==> src/rtl/byte_alu_pkg.sv <==
package byte_alu_pkg;

  typedef enum logic [3:0] {
    OP_MOVE   = 4'd0,
    OP_ADD    = 4'd1,
    OP_SUB    = 4'd2,
    OP_AND    = 4'd3,
    OP_OR     = 4'd4,
    OP_XOR    = 4'd5,
    OP_CLR    = 4'd6,
    OP_INC    = 4'd7,
    OP_DEC    = 4'd8,
    OP_INCSKP = 4'd9,
    OP_DECSKP = 4'd10,
    OP_SWAP   = 4'd11,
    OP_COM    = 4'd12,
    OP_RLC    = 4'd13,
    OP_RRC    = 4'd14,
    OP_RSVD   = 4'd15
  } alu_op_e;

  typedef struct packed {
    logic z;
    logic z_we;
    logic c;
    logic c_we;
    logic skip;
  } alu_flags_t;

  function automatic logic op_writes_carry(alu_op_e op);
    return (op == OP_ADD) || (op == OP_SUB) || (op == OP_RLC) || (op == OP_RRC);
  endfunction

  function automatic logic op_writes_zero(alu_op_e op);
    case (op)
      OP_MOVE, OP_ADD, OP_SUB, OP_AND, OP_OR, OP_XOR,
      OP_CLR, OP_INC, OP_DEC, OP_COM: return 1'b1;
      default:                        return 1'b0;
    endcase
  endfunction

  function automatic logic op_is_skip(alu_op_e op);
    return (op == OP_INCSKP) || (op == OP_DECSKP);
  endfunction

endpackage

==> src/rtl/byte_alu_arith.sv <==
module byte_alu_arith
  import byte_alu_pkg::*;
#(
  parameter int W = 8
) (
  input  alu_op_e        op,
  input  logic [W-1:0]   a,
  input  logic [W-1:0]   b,
  output logic [W-1:0]   res,
  output logic           cout,
  output logic           sel
);
  localparam int WX = W + 1;

  function automatic logic [WX-1:0] add_ext(logic [W-1:0] x, logic [W-1:0] y);
    return {1'b0, x} + {1'b0, y};
  endfunction

  // minuend y, subtrahend x; top bit is the "no borrow" indication
  function automatic logic [WX-1:0] sub_ext(logic [W-1:0] y, logic [W-1:0] x);
    return {1'b0, y} + {1'b0, ~x} + WX'(1);
  endfunction

  logic [WX-1:0] sum_x;
  logic [WX-1:0] dif_x;
  logic [W-1:0]  inc_v;
  logic [W-1:0]  dec_v;

  assign sum_x = add_ext(a, b);
  assign dif_x = sub_ext(b, a);
  assign inc_v = b + W'(1);
  assign dec_v = b - W'(1);

  always_comb begin
    res  = '0;
    cout = 1'b0;
    sel  = 1'b1;
    case (op)
      OP_ADD:            begin res = sum_x[W-1:0]; cout = sum_x[W]; end
      OP_SUB:            begin res = dif_x[W-1:0]; cout = dif_x[W]; end
      OP_INC, OP_INCSKP: res = inc_v;
      OP_DEC, OP_DECSKP: res = dec_v;
      default:           sel = 1'b0;
    endcase
  end
endmodule

==> src/rtl/byte_alu_logic.sv <==
module byte_alu_logic
  import byte_alu_pkg::*;
#(
  parameter int W = 8
) (
  input  alu_op_e        op,
  input  logic [W-1:0]   a,
  input  logic [W-1:0]   b,
  output logic [W-1:0]   res,
  output logic           sel
);
  localparam int HALF = W / 2;

  function automatic logic [W-1:0] swap_halves(logic [W-1:0] x);
    return {x[HALF-1:0], x[W-1:HALF]};
  endfunction

  always_comb begin
    res = '0;
    sel = 1'b1;
    case (op)
      OP_MOVE, OP_RSVD: res = b;
      OP_AND:           res = a & b;
      OP_OR:            res = a | b;
      OP_XOR:           res = a ^ b;
      OP_CLR:           res = '0;
      OP_COM:           res = ~b;
      OP_SWAP:          res = swap_halves(b);
      default:          sel = 1'b0;
    endcase
  end
endmodule

==> src/rtl/byte_alu_rot.sv <==
module byte_alu_rot
  import byte_alu_pkg::*;
#(
  parameter int W = 8
) (
  input  alu_op_e        op,
  input  logic [W-1:0]   b,
  input  logic           cin,
  output logic [W-1:0]   res,
  output logic           cout,
  output logic           sel
);
  always_comb begin
    res  = '0;
    cout = 1'b0;
    sel  = 1'b1;
    case (op)
      OP_RLC:  begin res = {b[W-2:0], cin}; cout = b[W-1]; end
      OP_RRC:  begin res = {cin, b[W-1:1]}; cout = b[0];   end
      default: sel = 1'b0;
    endcase
  end
endmodule

==> src/rtl/byte_alu_flags.sv <==
module byte_alu_flags
  import byte_alu_pkg::*;
#(
  parameter int W = 8
) (
  input  alu_op_e        op,
  input  logic [W-1:0]   res,
  input  logic           cy,
  output alu_flags_t     flg
);
  logic res_is_zero;
  assign res_is_zero = (res == '0);

  always_comb begin
    flg.z_we = op_writes_zero(op);
    flg.c_we = op_writes_carry(op);
    flg.z    = flg.z_we & res_is_zero;
    flg.c    = flg.c_we & cy;
    flg.skip = op_is_skip(op) & res_is_zero;
  end
endmodule

==> src/rtl/byte_alu.sv <==
module byte_alu
  import byte_alu_pkg::*;
#(
  parameter int W = 8
) (
  input  logic         clk,
  input  logic         rst_n,
  input  logic [3:0]   op_i,
  input  logic [W-1:0] wreg_i,
  input  logic [W-1:0] opnd_i,
  input  logic         carry_i,
  output logic [W-1:0] result_o,
  output logic         zero_o,
  output logic         zero_we_o,
  output logic         carry_o,
  output logic         carry_we_o,
  output logic         skip_o
);
  alu_op_e    op;
  logic [W-1:0] ar_res, lg_res, rt_res, res_d;
  logic       ar_c, rt_c, cy_d;
  logic       ar_sel, lg_sel, rt_sel;
  alu_flags_t flg_d;
  logic       primed;

  assign op = alu_op_e'(op_i);

  byte_alu_arith #(.W(W)) u_arith (
    .op(op), .a(wreg_i), .b(opnd_i), .res(ar_res), .cout(ar_c), .sel(ar_sel));

  byte_alu_logic #(.W(W)) u_logic (
    .op(op), .a(wreg_i), .b(opnd_i), .res(lg_res), .sel(lg_sel));

  byte_alu_rot #(.W(W)) u_rot (
    .op(op), .b(opnd_i), .cin(carry_i), .res(rt_res), .cout(rt_c), .sel(rt_sel));

  always_comb begin
    res_d = lg_res;
    cy_d  = 1'b0;
    if (ar_sel) begin
      res_d = ar_res;
      cy_d  = ar_c;
    end else if (rt_sel) begin
      res_d = rt_res;
      cy_d  = rt_c;
    end
  end

  byte_alu_flags #(.W(W)) u_flags (
    .op(op), .res(res_d), .cy(cy_d), .flg(flg_d));

  always_ff @(posedge clk) begin
    if (!rst_n) begin
      result_o   <= '0;
      zero_o     <= 1'b0;
      zero_we_o  <= 1'b0;
      carry_o    <= 1'b0;
      carry_we_o <= 1'b0;
      skip_o     <= 1'b0;
      primed     <= 1'b0;
    end else begin
      result_o   <= res_d;
      zero_o     <= flg_d.z;
      zero_we_o  <= flg_d.z_we;
      carry_o    <= flg_d.c;
      carry_we_o <= flg_d.c_we;
      skip_o     <= flg_d.skip;
      primed     <= 1'b1;
    end
  end

  // exactly one unit claims each opcode
  always_comb begin
    if (rst_n) begin
      unit_claim_chk: assert ($countones({ar_sel, lg_sel, rt_sel}) == 1);
    end
  end


  carry_owner_chk: assert property (@(posedge clk) disable iff (!rst_n)
    (primed && !($past(op_i) inside {4'd1, 4'd2, 4'd13, 4'd14})) |-> !carry_we_o);


  zero_match_chk: assert property (@(posedge clk) disable iff (!rst_n)
    zero_we_o |-> (zero_o == (result_o == '0)));


  no_borrow_chk: assert property (@(posedge clk) disable iff (!rst_n)
    (primed && $past(op_i) == 4'd2) |-> (carry_we_o && carry_o == ($past(opnd_i) >= $past(wreg_i))));


  skip_zero_chk: assert property (@(posedge clk) disable iff (!rst_n)
    skip_o |-> (result_o == '0 && !zero_we_o && !carry_we_o));


  rot_left_chk: assert property (@(posedge clk) disable iff (!rst_n)
    (primed && $past(op_i) == 4'd13) |-> (carry_o == $past(opnd_i[W-1]) && result_o[0] == $past(carry_i)));


  add_sum_chk: assert property (@(posedge clk) disable iff (!rst_n)
    (primed && $past(op_i) == 4'd1) |-> ({carry_o, result_o} == ({1'b0, $past(wreg_i)} + {1'b0, $past(opnd_i)})));


  reset_quiet_chk: assert property (@(posedge clk)
    !primed |-> (result_o == '0 && !zero_we_o && !carry_we_o && !skip_o));
endmodule

==> config.mk <==
export PLATFORM = sky130hd
export DESIGN_NAME = byte_alu
export DESIGN_NICKNAME = d
export VERILOG_FILES = /design/src/rtl/byte_alu_pkg.sv /design/src/rtl/byte_alu_arith.sv /design/src/rtl/byte_alu_logic.sv /design/src/rtl/byte_alu_rot.sv /design/src/rtl/byte_alu_flags.sv /design/src/rtl/byte_alu.sv
export SDC_FILE = /design/constraint.sdc
export NUM_CORES = 1
export LEC_CHECK = 0
export BUFFER_PORTS_ARGS = -buffer_cell sky130_fd_sc_hd__buf_2
export CAP_MARGIN = 20
export CORE_AREA = 3 3 99 101
export DETAILED_ROUTE_END_ITERATION = 7
export DIE_AREA = 0 0 102 104
export GPL_TIMING_DRIVEN = 0
export PLACE_DENSITY = 0.51
export SETUP_SLACK_MARGIN = 0.2
export SYNTH_ARGS = -nofsm -noshare
export SYNTH_HDL_FRONTEND = slang
export SYNTH_SLANG_ARGS = --single-unit
==> constraint.sdc <==
create_clock -name clk -period 5.3 [get_ports clk]
set_input_delay 0.795 -clock clk [delete_from_list [all_inputs] [get_ports clk]]
set_output_delay 0.795 -clock clk [all_outputs]
set_load 0.005 [all_outputs]
### Word-level counts from Yosys, hierarchy flattened

Memories as Yosys holds them, arrays and structs flattened.
Cells that the tools add are included.

| cells by class | value |
|---|---|
| add/sub/neg operators | 5 |
| equal/unequal tests | 14 |
| muxes and demuxes | 11 |
| bitwise logic cells | 8 |
| reductions and logical operators | 11 |

Operators by type and width:

| cell | count |
|---|---|
| case mux 8 bit (6 select lines) | 1 |
| equality test 4 bit, second input constant | 8 |
| case mux 8 bit (4 select lines) | 1 |
| adder 8 x 8 -> 9 bit | 2 |
| two-way mux 8 bit | 2 |
| inverter 8 bit | 2 |
| case mux 8 bit (2 select lines) | 1 |
| equality test 4 x 3 -> 1 bit, second input constant | 3 |
| adder 9 x 1 -> 9 bit, second input constant | 1 |
| adder 8 x 1 -> 8 bit, second input constant | 1 |
| bitwise AND 8 bit | 1 |
| equality test 4 x 2 -> 1 bit, second input constant | 2 |
| zero test 8 bit | 1 |
| OR 8 bit | 1 |
| OR reduction 2 bit | 4 |
| subtractor 8 x 1 -> 8 bit, second input constant | 1 |
| bitwise XOR 8 bit | 1 |
| OR reduction 6 bit | 1 |
| equality test 4 x 1 -> 1 bit, second input constant | 1 |
| zero test 4 bit | 1 |
| logical OR 1 bit | 4 |
| two-way mux 1 bit | 4 |
| case mux 1 bit (2 select lines) | 2 |
| bitwise AND 1 bit | 3 |

| storage, ports and cells | value |
|---|---|
| bits in registers | 13 |
| memory bits (read-only) | 16 |
| bits of input ports | 23 |
| logic and storage cells | 56 |
| memories kept | 1 |

Memories:

| memory | depth | bits a word | rd ports | clocked after memory_dff | wr ports | line | RTL |
|---|---|---|---|---|---|---|---|
| (no name shown) | 16 | 1 | 1 | 0 | 0 | byte_alu_pkg.sv:35 | `case (op)` |

### Depth between registers and ports, before layout

Gate-level depths: netlist (run 1).

| depth | value |
|---|---|
| depth after elaboration | 7 |
| gate-level depth with buffers | 12 |
| mapped depth without buffers | 11 |

### Hierarchy

Synthesis (run 1) repeated with hierarchy kept, for this count alone.

| second synthesis, totals | value |
|---|---|
| cells, all modules | 358 |
| area, all modules | 2776.4 um^2 |

Modules (own cells, without submodules):

| module | times used | cells each | area an instance (um^2) | seq. area each (um^2) |
|---|---|---|---|---|
| byte_alu_arith | 1 | 143 | 1093.5 | 0.0 |
| byte_alu_logic | 1 | 115 | 827.0 | 0.0 |
| byte_alu | 1 | 58 | 561.8 | 260.2 |
| byte_alu_rot | 1 | 32 | 219.0 | 0.0 |
| byte_alu_flags | 1 | 10 | 75.1 | 0.0 |

### Worst setup path after synthesis (run 1)

OpenSTA, ideal clock, no wires.

| path | value |
|---|---|
| path type | in2reg |
| from | input port op_i[2] |
| to | register skip_o |
| arrival | 3.403 ns |
| slack | 1.805 ns |
| cell stages on the path | 11 |
| path buffers | 1 |
| path through | buf_2 nand2b_1 nor2_1 ha_1 nor2b_1 o311a_1 o21ai_1 nor3b_1 nor3_1 or4_1 nor4_1 |

| on the way | value |
|---|---|
| word-level cells in the longest chain between the ends | 7 |
| elaborated cells between the ends (all ways) | 30 |
| those cells by class | eq/ne: 14; mux: 7; bitwise: 1; reduce/logical: 8 |

RTL lines:

| item | line | RTL |
|---|---|---|
| from (decl) | byte_alu.sv:8 | `input logic [3:0] op_i,` |
| equality test 4 bit, or another cell as far along | - |  |
| OR reduction 2 bit | - |  |
| case mux 8 bit (6 select lines) or two-way mux 1 bit (tied branches) | byte_alu_logic.sv:21, byte_alu_rot.sv:17 |  |
| two-way mux 8 bit | byte_alu.sv:43 | `end else if (rt_sel) begin` |
| two-way mux 8 bit | byte_alu.sv:40 | `if (ar_sel) begin` |
| zero test 8 bit | byte_alu_flags.sv:12 | `assign res_is_zero = (res == '0);` |
| bitwise AND 1 bit * | byte_alu_flags.sv:19 | `flg.skip = op_is_skip(op) & res_is_zero;` |
| to (signal assigned) | byte_alu.sv:67 | `skip_o <= flg_d.skip;` |
| to (decl) | byte_alu.sv:17 | `output logic skip_o` |

Every way passes the cells marked *; elsewhere a longest branch is shown, timed or not.
A chain may end at the register's enable or synchronous reset.

### Worst setup path in the final report (run 1)

Same ends and word-level chain as after synthesis.

==> results of run 1 <==
## synth_stat cells (all sizes together), types with 5 or more instances
cell type / n
and2: 7
buf: 19
inv: 33
nand3: 7
nor3: 9
a21oi: 22
dfxtp: 13
nand2b: 9
o21ai: 33
a221o: 6
o211ai: 6
ha: 30
nand2: 25
nor2: 23
xnor2: 5
nor2b: 12
o22ai: 6
## worst paths after layout
path,startpoint,endpoint
max,op_i[2],skip_o
min,rst_n,carry_we_o
## power groups by stage
| stage | Combinational (W) | Sequential [W] | Clock, W |
|---|---|---|---|
| finish | 0.000253 | 0.000107 | 0.0000830 |
| global route | 0.000278 | 0.000108 | 0.0000901 |
| CTS | 0.000250 | 0.000107 | 0.0000850 |
| detailed placement | 0.000249 | 0.000109 | 0 |
| global placement | 0.000247 | 0.000109 | 0 |
| floorplan | 0.000165 | 0.000111 | 0 |
## layer usage
| layer | wire [um] | part of all wire [%] |
|---|---|---|
| met1 | 4461 | 45 |
| met2 | 4364 | 44 |
| met3 | 842 | 8.5 |
| met4 | 262 | 2.6 |
| met5 | 0 | 0 |
## cell families after synthesis
group	synth area share [%]
AOI/OAI and AO/OA	36.31
and+or+nand+nor	23.73
buffers and inverters	9.606
adders and majority gates	16.71
DFF	9.990
xor gates and xnor gates	1.681
muxes	1.969
## flip-flops by register name, summed over array words and instances, names as in the netlist
register,flops
carry_we_o,1
zero_we_o,1
result_o,8
carry_o,1
zero_o,1
skip_o,1
## metrics by stage
stage	utilization, %	hold slack, ps	worst slack (ps)	instances
4_1_cts	32.54	880.6	1337	510
3_5_place_dp	32.05	1128	1095	506
2_1_floorplan	-	911.2	1805	361
6_report	32.54	879.7	1298	510
5_1_grt	32.54	887.0	1140	510
3_3_place_gp	31.94	1106	1170	505
## final cells by class
| class | instances | area [um^2] |
|---|---|---|
| timing repair buffer | 34 | 175.2 |
| multi-input combinational | 292 | 2095 |
| fill | 1010 | 6145 |
| tap | 111 | 138.9 |
| inverter | 33 | 123.9 |
| buffer | 23 | 126.4 |
| sequential | 13 | 260.3 |
| clock buffer | 4 | 45.04 |
==> impl_metrics.json, run 1 <==
{
  "grt_overflow": 0,
  "use_met1_pct": 26.57,
  "end_kind": "flop",
  "synth_edf_count": 0,
  "cts_resized": 0,
  "yosysTopAreaCell": "ha_1",
  "min_period_ps": 4002,
  "top_usage_layer": "met2",
  "total_power_w": 0.0004430,
  "port_buffers": 33,
  "syn_area_um2": 2605,
  "layout_commonest_cell": "buf_2",
  "rsz0062_at_grt": "false",
  "crit_cells": 11,
  "ir_drop_uv": 74.27,
  "p_seq_share_pct": 24.1,
  "cp_slowest_cell": "o41ai_1",
  "drive_gt1_share_pct": 17.29,
  "cpMostUsedCell": "nor3_1",
  "synth_top_cell_area_share_pct": 14.41,
  "power_switching_w": 0.0001869,
  "final_cell_mix": "buf_2, inv_1, o21ai_0",
  "cts-root-buf": "clkbuf_8",
  "cts_buffers": 3,
  "antenna_left": 0,
  "drtIter0Drc": 310,
  "fin_tns_setup_ps": 0,
  "worstPathArrival_ps": 4140,
  "grt_pass1_vias": 2783,
  "firstDrtPassIters": 5,
  "post_dp_cell_area_um2": 2919,
  "diodes": 0,
  "final-setup-viol-count": 0,
  "use_met3_pct": 1.610,
  "hold_class": "primary input to flop",
  "cts_buffer_depth": 2,
  "syn_nets": 417,
  "htree_levels": 1,
  "pin_count": 36,
  "crit_chain": "buf_2 > nand2b_1 > nor2_1 > ha_1 > and3_1 > a22o_1 > nor3_1 > nor3_1 > o41ai_1 > nand4_1 > nor4_1",
  "max_freq_ghz": 0.2499,
  "combPwrFrac_pct": 57.1,
  "grt_util_all_layers_pct": 18.10,
  "grt_max_degree": 11,
  "dp_hpwl_mm": 7.739,
  "die_area_um2": 10610,
  "postCtsHoldBufs": 0,
  "power_leakage_nw": 1.329,
  "initial_core_util_pct": 28.60,
  "synth_area_leaders": "ha_1, dfxtp_1, o21ai_0",
  "crit_buf_inv": 1,
  "synth.distinct_cells": 71,
  "finalCritPeriodShare_pct": 75.51,
  "routed_wirelength_mm": 9.930,
  "clk_pin_slew_ps": 50,
  "core_um2": 9109,
  "async_reset_ff_share_pct": 0,
  "ys.flop_type": "dfxtp_1",
  "synth_warnings": 0,
  "antenna_found_initial": 0,
  "criticalPathCategory": "primary input to flop",
  "cp_max_fo": 10,
  "final_nets": 456,
  "hold_viol": 0,
  "die_w_um": 102,
  "cts_tree": "built",
  "avgSynthCellArea_um2": 7.216,
  "p_int_w": 0.0002561,
  "relSlewSlack_pct": 27.25,
  "start_kind": "primary input",
  "cts_setup_buffers": 0,
  "cap_violations": 0,
  "clockPowerShare_pct": 18.7,
  "use_met2_pct": 27.58,
  "holdPathStages": 2,
  "swShare_pct": 42.18,
  "area_delta_synth_final_pct": 13.78,
  "ys_ff_latch": 13,
  "wl_per_cell_um": 19.47,
  "die_h_um": 104,
  "cp.required_ps": 5430,
  "cpLargestDelayFamily": "simple AND/OR/NAND/NOR gates",
  "worst_pin_slew_ps": 1088,
  "rows": 35,
  "slowest_delay_ps": 700,
  "yosysSeqAreaShare_pct": 9.990,
  "p_per_area_nw_per_um2": 149.5,
  "clock_sinks": 13,
  "via_per_inst": 5.790,
  "gp_congestion": 0.9755,
  "grt_pass1_wl_mm": 15.36,
  "slew_violations": 0,
  "route.detailed.drc": 0,
  "design_area_um2": 2964,
  "status": "completed",
  "syn_inst": 361,
  "vias": 2953
}
(Power assumes the default switching activity.)
==> run 2, diff against run 1 <==
Settings changed: ABC_AREA set to 1, CORE_AREA 3 3 99 101 to 3 3 95 97, DIE_AREA 0 0 102 104 to 0 0 98 100.
Clock period 5.3 ns to 4.06 ns, I/O delays scaled along.
==> impl_metrics.json, run 2 <==
{
  "syn_nets": 484,
  "worst_pin_slew_ps": 700.8,
  "ys_ff_latch": 13,
  "synth_area_leaders": "nand2_1, ha_1, nand3_1",
  "yosysTopAreaCell": "nand2_1",
  "min_to": "carry_o",
  "ys.flop_type": "dfxtp_1",
  "hold_class": "primary input to flop",
  "finalCritPeriodShare_pct": 74.19,
  "hp-start": "rst_n",
  "dp_hpwl_mm": 6.570,
  "die_h_um": 100,
  "synth-compound-area-share_pct": 7.835,
  "vias": 2817,
  "clock_sinks": 13,
  "antenna_left": 0,
  "postCtsHoldBufs": 0,
  "cts_buffer_depth": 2,
  "die_area_um2": 9800,
  "largest-register": "result_o",
  "hold_viol": 0,
  "antenna_found_initial": 0,
  "power_leakage_nw": 1.548,
  "cts_setup_buffers": 0,
  "routed_wirelength_mm": 7.964,
  "wl_per_cell_um": 13.92,
  "htree_levels": 1,
  "ir_drop_uv": 108.4,
  "port_buffers": 35,
  "final-setup-viol-count": 0,
  "holdPathStages": 3,
  "max_freq_ghz": 0.3320,
  "layout_commonest_cell": "nand2_1",
  "cp.required_ps": 4230,
  "multiInputGateArea_um2": 1814,
  "synth_top_cell_area_share_pct": 19.53,
  "top_layer": "met4",
  "fillerInstances": 928,
  "yosysMostFrequentCell": "nand2_1",
  "worstPathArrival_ps": 3180,
  "synth_fa_ha_area_share_pct": 18.42,
  "cap_violations": 0,
  "rsz0062_at_grt": "false",
  "synth_top_family_by_area": "simple AND/OR/NAND/NOR gates",
  "yosysSeqAreaShare_pct": 11.01,
  "rows": 33,
  "fin_tns_setup_ps": 0,
  "diodes": 0,
  "area_delta_synth_final_pct": 14.88,
  "final_nets": 524,
  "grt_pass1_wl_mm": 12.77,
  "initial_core_util_pct": 28.77,
  "clk_pin_slew_ps": 50,
  "syn_inst": 428,
  "avgSynthCellArea_um2": 5.522,
  "cp_max_fo": 7,
  "met2_length_mm": 3.569,
  "core_um2": 8217,
  "synth_edf_count": 0,
  "grt_overflow": 0,
  "status": "completed",
  "gp_congestion": 0.8944,
  "final_cell_mix": "nand2_1, nand3_1, inv_1",
  "synth.distinct_cells": 29,
  "syn_area_um2": 2364,
  "drtIter0Drc": 170,
  "synthMuxAreaShare_pct": 0,
  "regArea_um2": 260.3,
  "utilization_pct": 33.04,
  "criticalPathCategory": "primary input to flop",
  "synth_warnings": 0,
  "p_per_area_nw_per_um2": 192.1,
  "cts_resized": 0,
  "largest_reg_flops": 8,
  "synthSimpleGateAreaFrac_pct": 49.76,
  "die_w_um": 98,
  "synthXorXnorAreaFrac_pct": 0.7411,
  "firstDrtPassIters": 6,
  "wl_met1_mm": 3.806,
  "ys_top_cells_by_count": "nand2_1, nand3_1, inv_1",
  "cts_tree": "built",
  "drive_gt1_share_pct": 11.99,
  "start_kind": "primary input",
  "end_kind": "flop",
  "grt_util_all_layers_pct": 15.87,
  "slew_violations": 0,
  "cts-root-buf": "clkbuf_8",
  "min_period_ps": 3012,
  "async_reset_ff_share_pct": 0,
  "relSlewSlack_pct": 53.10,
  "pin_count": 36,
  "via_per_inst": 4.925,
  "route.detailed.drc": 0,
  "grt_pass1_vias": 2549,
  "dr_wl_met3_um": 413,
  "total_power_w": 0.0005216,
  "cts_buffers": 3,
  "grt_max_degree": 11
}
## run 2: changes by cell type after synthesis, sizes merged, moves of 12 or more
cell / before / now
nand2: 25 / 129
nand3: 7 / 66
nor2: 23 / 63
inv: 33 / 67
o21ai: 33 / 9
buf: 19 / 3
nor2b: 12 / 0
## run 2: layout make-up
class,instances,area share (%)
tap,105,4.839
buffer,5,0.9217
clock buffer,4,1.659
inverter,69,9.724
timing repair buffer,35,6.452
multi-input combinational,341,66.82
sequential,13,9.585
## run 2: cells by family (layout without fill, tap and decap cells)
group | count (synthesis) | count (layout)
simple gates | 272 | 272
buf+inv | 74 | 113
compound gates | 34 | 34
fa+ha+maj | 33 | 33
flops | 13 | 13
xor+xnor | 2 | 2
## run 2: per-layer routing
metal	vias to the layer above	global-route usage [%]
met1	1271	22.51
met5	-	0
li1	1432	-
met2	102	25.45
met4	0	4.579
met3	12	1.668
## run 2: how the worst max path moves through the flow
stage	start	endpoint	slack [ps]
floorplan	op_i[2]	skip_o	1650
global placement	op_i[2]	skip_o	820
detailed placement	op_i[2]	skip_o	820
CTS	op_i[2]	skip_o	1070
global route	op_i[2]	skip_o	820
finish	op_i[2]	skip_o	1050
## run 2: report_power, final
group / total, W / switching [W] / leakage, nW / internal, W
clock network: 0.000110 / 0.0000408 / 0.0228 / 0.0000689
registers: 0.000141 / 0.00000210 / 0.107 / 0.000139
logic: 0.000271 / 0.000180 / 1.42 / 0.0000910
## run 2: critical path: stages
cell and delay (ps):
buf_2 130, inv_1 100, nand2_1 110, nor2_1 460
ha_1 380, or2_2 330, nand2_1 70, nand2_1 40
nand3_1 110, nand3_1 110, nor2_1 260, nand3_1 120
nor2_1 120, nand3_1 130, nor2_1 110
## run 2: through the flow
stage	hold slack (ps)	instance area [um^2]	setup slack, ps	cells
3_5_place_dp	903.2	2670	822.0	568
5_1_grt	678.4	2715	823.4	572
6_report	652.9	2715	1048	572
4_1_cts	650.3	2715	1066	572
2_1_floorplan	723.4	2364	1651	428
3_3_place_gp	906.4	2670	819.8	568
==> run 3, diff against run 2 <==
Settings changed: PLACE_DENSITY 0.51 to 0.53.
Clock period 4.06 ns to 2.6 ns, I/O delays scaled along.
==> impl_metrics.json, run 3 (synthesis gave the netlist of run 2 again) <==
{
  "area_delta_synth_final_pct": 19.00,
  "die_area_um2": 9800,
  "cts-root-buf": "clkbuf_8",
  "rsz0062_at_grt": "false",
  "grt_util_all_layers_pct": 16.42,
  "worst_pin_slew_ps": 757.6,
  "clk_pin_slew_ps": 50,
  "wl_per_cell_um": 13.75,
  "vias": 2765,
  "final_cell_mix": "nand2_1, nand3_1, inv_1",
  "core_um2": 8217,
  "hold_class": "primary input to flop",
  "cp.required_ps": 2780,
  "grt_overflow": 0,
  "clock_sinks": 13,
  "clockPowerShare_pct": 21.0,
  "largest-register": "result_o",
  "postCtsHoldBufs": 0,
  "criticalPathCategory": "primary input to flop",
  "antenna_found_initial": 0,
  "ir_drop_uv": 161.3,
  "p_seq_share_pct": 26.2,
  "final_nets": 528,
  "cts_tree": "built",
  "utilization_pct": 34.23,
  "swShare_pct": 43.06,
  "htree_levels": 1,
  "drtIter0Drc": 208,
  "pin_count": 36,
  "dp_hpwl_mm": 6.476,
  "antenna_left": 0,
  "slew_violations": 0,
  "relSlewSlack_pct": 49.31,
  "cap_violations": 0,
  "cp_max_fo": 6,
  "fillerInstances": 925,
  "firstDrtPassIters": 5,
  "layout_commonest_cell": "nand2_1",
  "die_w_um": 98,
  "max_freq_ghz": 0.4378,
  "end_kind": "flop",
  "finalCritPeriodShare_pct": 87.86,
  "via_per_inst": 4.800,
  "largest_reg_flops": 8,
  "min_period_ps": 2284,
  "initial_core_util_pct": 28.77,
  "status": "completed",
  "final-setup-viol-count": 0,
  "route.detailed.drc": 0,
  "rows": 33,
  "worstPathArrival_ps": 2460,
  "drive_gt1_share_pct": 16.35,
  "power_switching_w": 0.0003602,
  "hold_viol": 0,
  "routed_wirelength_mm": 7.918,
  "p_int_w": 0.0004763,
  "combPwrFrac_pct": 52.8,
  "start_kind": "primary input",
  "port_buffers": 35,
  "cts_buffers": 3,
  "setup.worst_path.start": "op_i[2]",
  "grt_pass1_wl_mm": 13.12,
  "diodes": 0,
  "grt_max_degree": 11,
  "gp_congestion": 0.9641,
  "endpoint": "skip_o",
  "power_leakage_nw": 1.577,
  "hold_slack_ps": 409.6,
  "p_per_area_nw_per_um2": 297.4,
  "die_h_um": 100,
  "grt_pass1_vias": 2643,
  "cts_buffer_depth": 2
}
## run 3: cell count changes in the layout (fill, tap and decap cells not counted), moves of 3 or more
| cell | before | now |
|---|---|---|
| nor2_1 | 59 | 54 |
| nand2_1 | 123 | 120 |
| buf_4 | 1 | 5 |
| nand2_2 | 5 | 8 |
| nor2_2 | 4 | 7 |
## run 3: repair_timing
item,in CTS,in global routing
gates resized for setup,4,21
setup buffers,2,2
pin swaps,1,4
setup endpoints to repair,3,3
## run 3: area by class of cell
class | count | area, um^2 | share of cell area (%)
Multi-Input combinational cell | 341 | 1872 | 66.55
Inverter | 69 | 266.5 | 9.475
Sequential cell | 13 | 260.3 | 9.253
Timing Repair Buffer | 39 | 210.2 | 7.473
Tap cell | 105 | 131.4 | 4.671
Clock buffer | 4 | 45.04 | 1.601
Buffer | 5 | 27.53 | 0.9786
## run 3: critical path, stage by stage
cell	delay (ps)
buf_2	140
inv_1	120
nand2_2	100
nor2_4	210
ha_4	250
or2_2	320
nand2_1	70
nand2_1	40
nand3_1	90
nand3_1	130
nor2_2	180
nand3_1	110
nor2_2	100
nand3_2	110
nor2_1	100
## run 3: layer usage
layer	global-route usage [%]	up-vias	share of wire, %
met1	23.12	1243	49
met3	1.529	8	3.6
met5	0	-	0
li1	-	1446	-
met4	3.088	0	1.1
met2	27.54	68	46
## run 3: how the worst min path moves through the flow
stage               startpoint   endpoint  slack, ps  cells after the start
finish                   rst_n    carry_o        410                      3
global placement         rst_n    carry_o        660                      3
detailed placement       rst_n    carry_o        650                      3
global route             rst_n    carry_o        410                      3
CTS                      rst_n    carry_o        400                      3
floorplan              op_i[3]  zero_we_o        500                      1
## run 3: power groups by stage
stage	registers (W)	logic, W	clock network, W
floorplan	0.000227	0.000274	0
global placement	0.000224	0.000416	0
detailed placement	0.000224	0.000418	0
CTS	0.000220	0.000425	0.000183
global route	0.000221	0.000504	0.000197
finish	0.000220	0.000441	0.000176
## run 3: stage by stage
step / TNS (ps) / worst slack [ps] / total power (W) / area (um^2) / std cells
floorplan: 0 / 409.8 / 0.0005006 / 2364 / 428
global placement: -687.1 / -322.8 / 0.0006400 / 2670 / 568
detailed placement: -788.5 / -337.1 / 0.0006418 / 2670 / 568
CTS: 0 / 204.5 / 0.0008271 / 2745 / 574
global route: 0 / 205.6 / 0.0009214 / 2813 / 576
finish: 0 / 315.7 / 0.0008365 / 2813 / 576
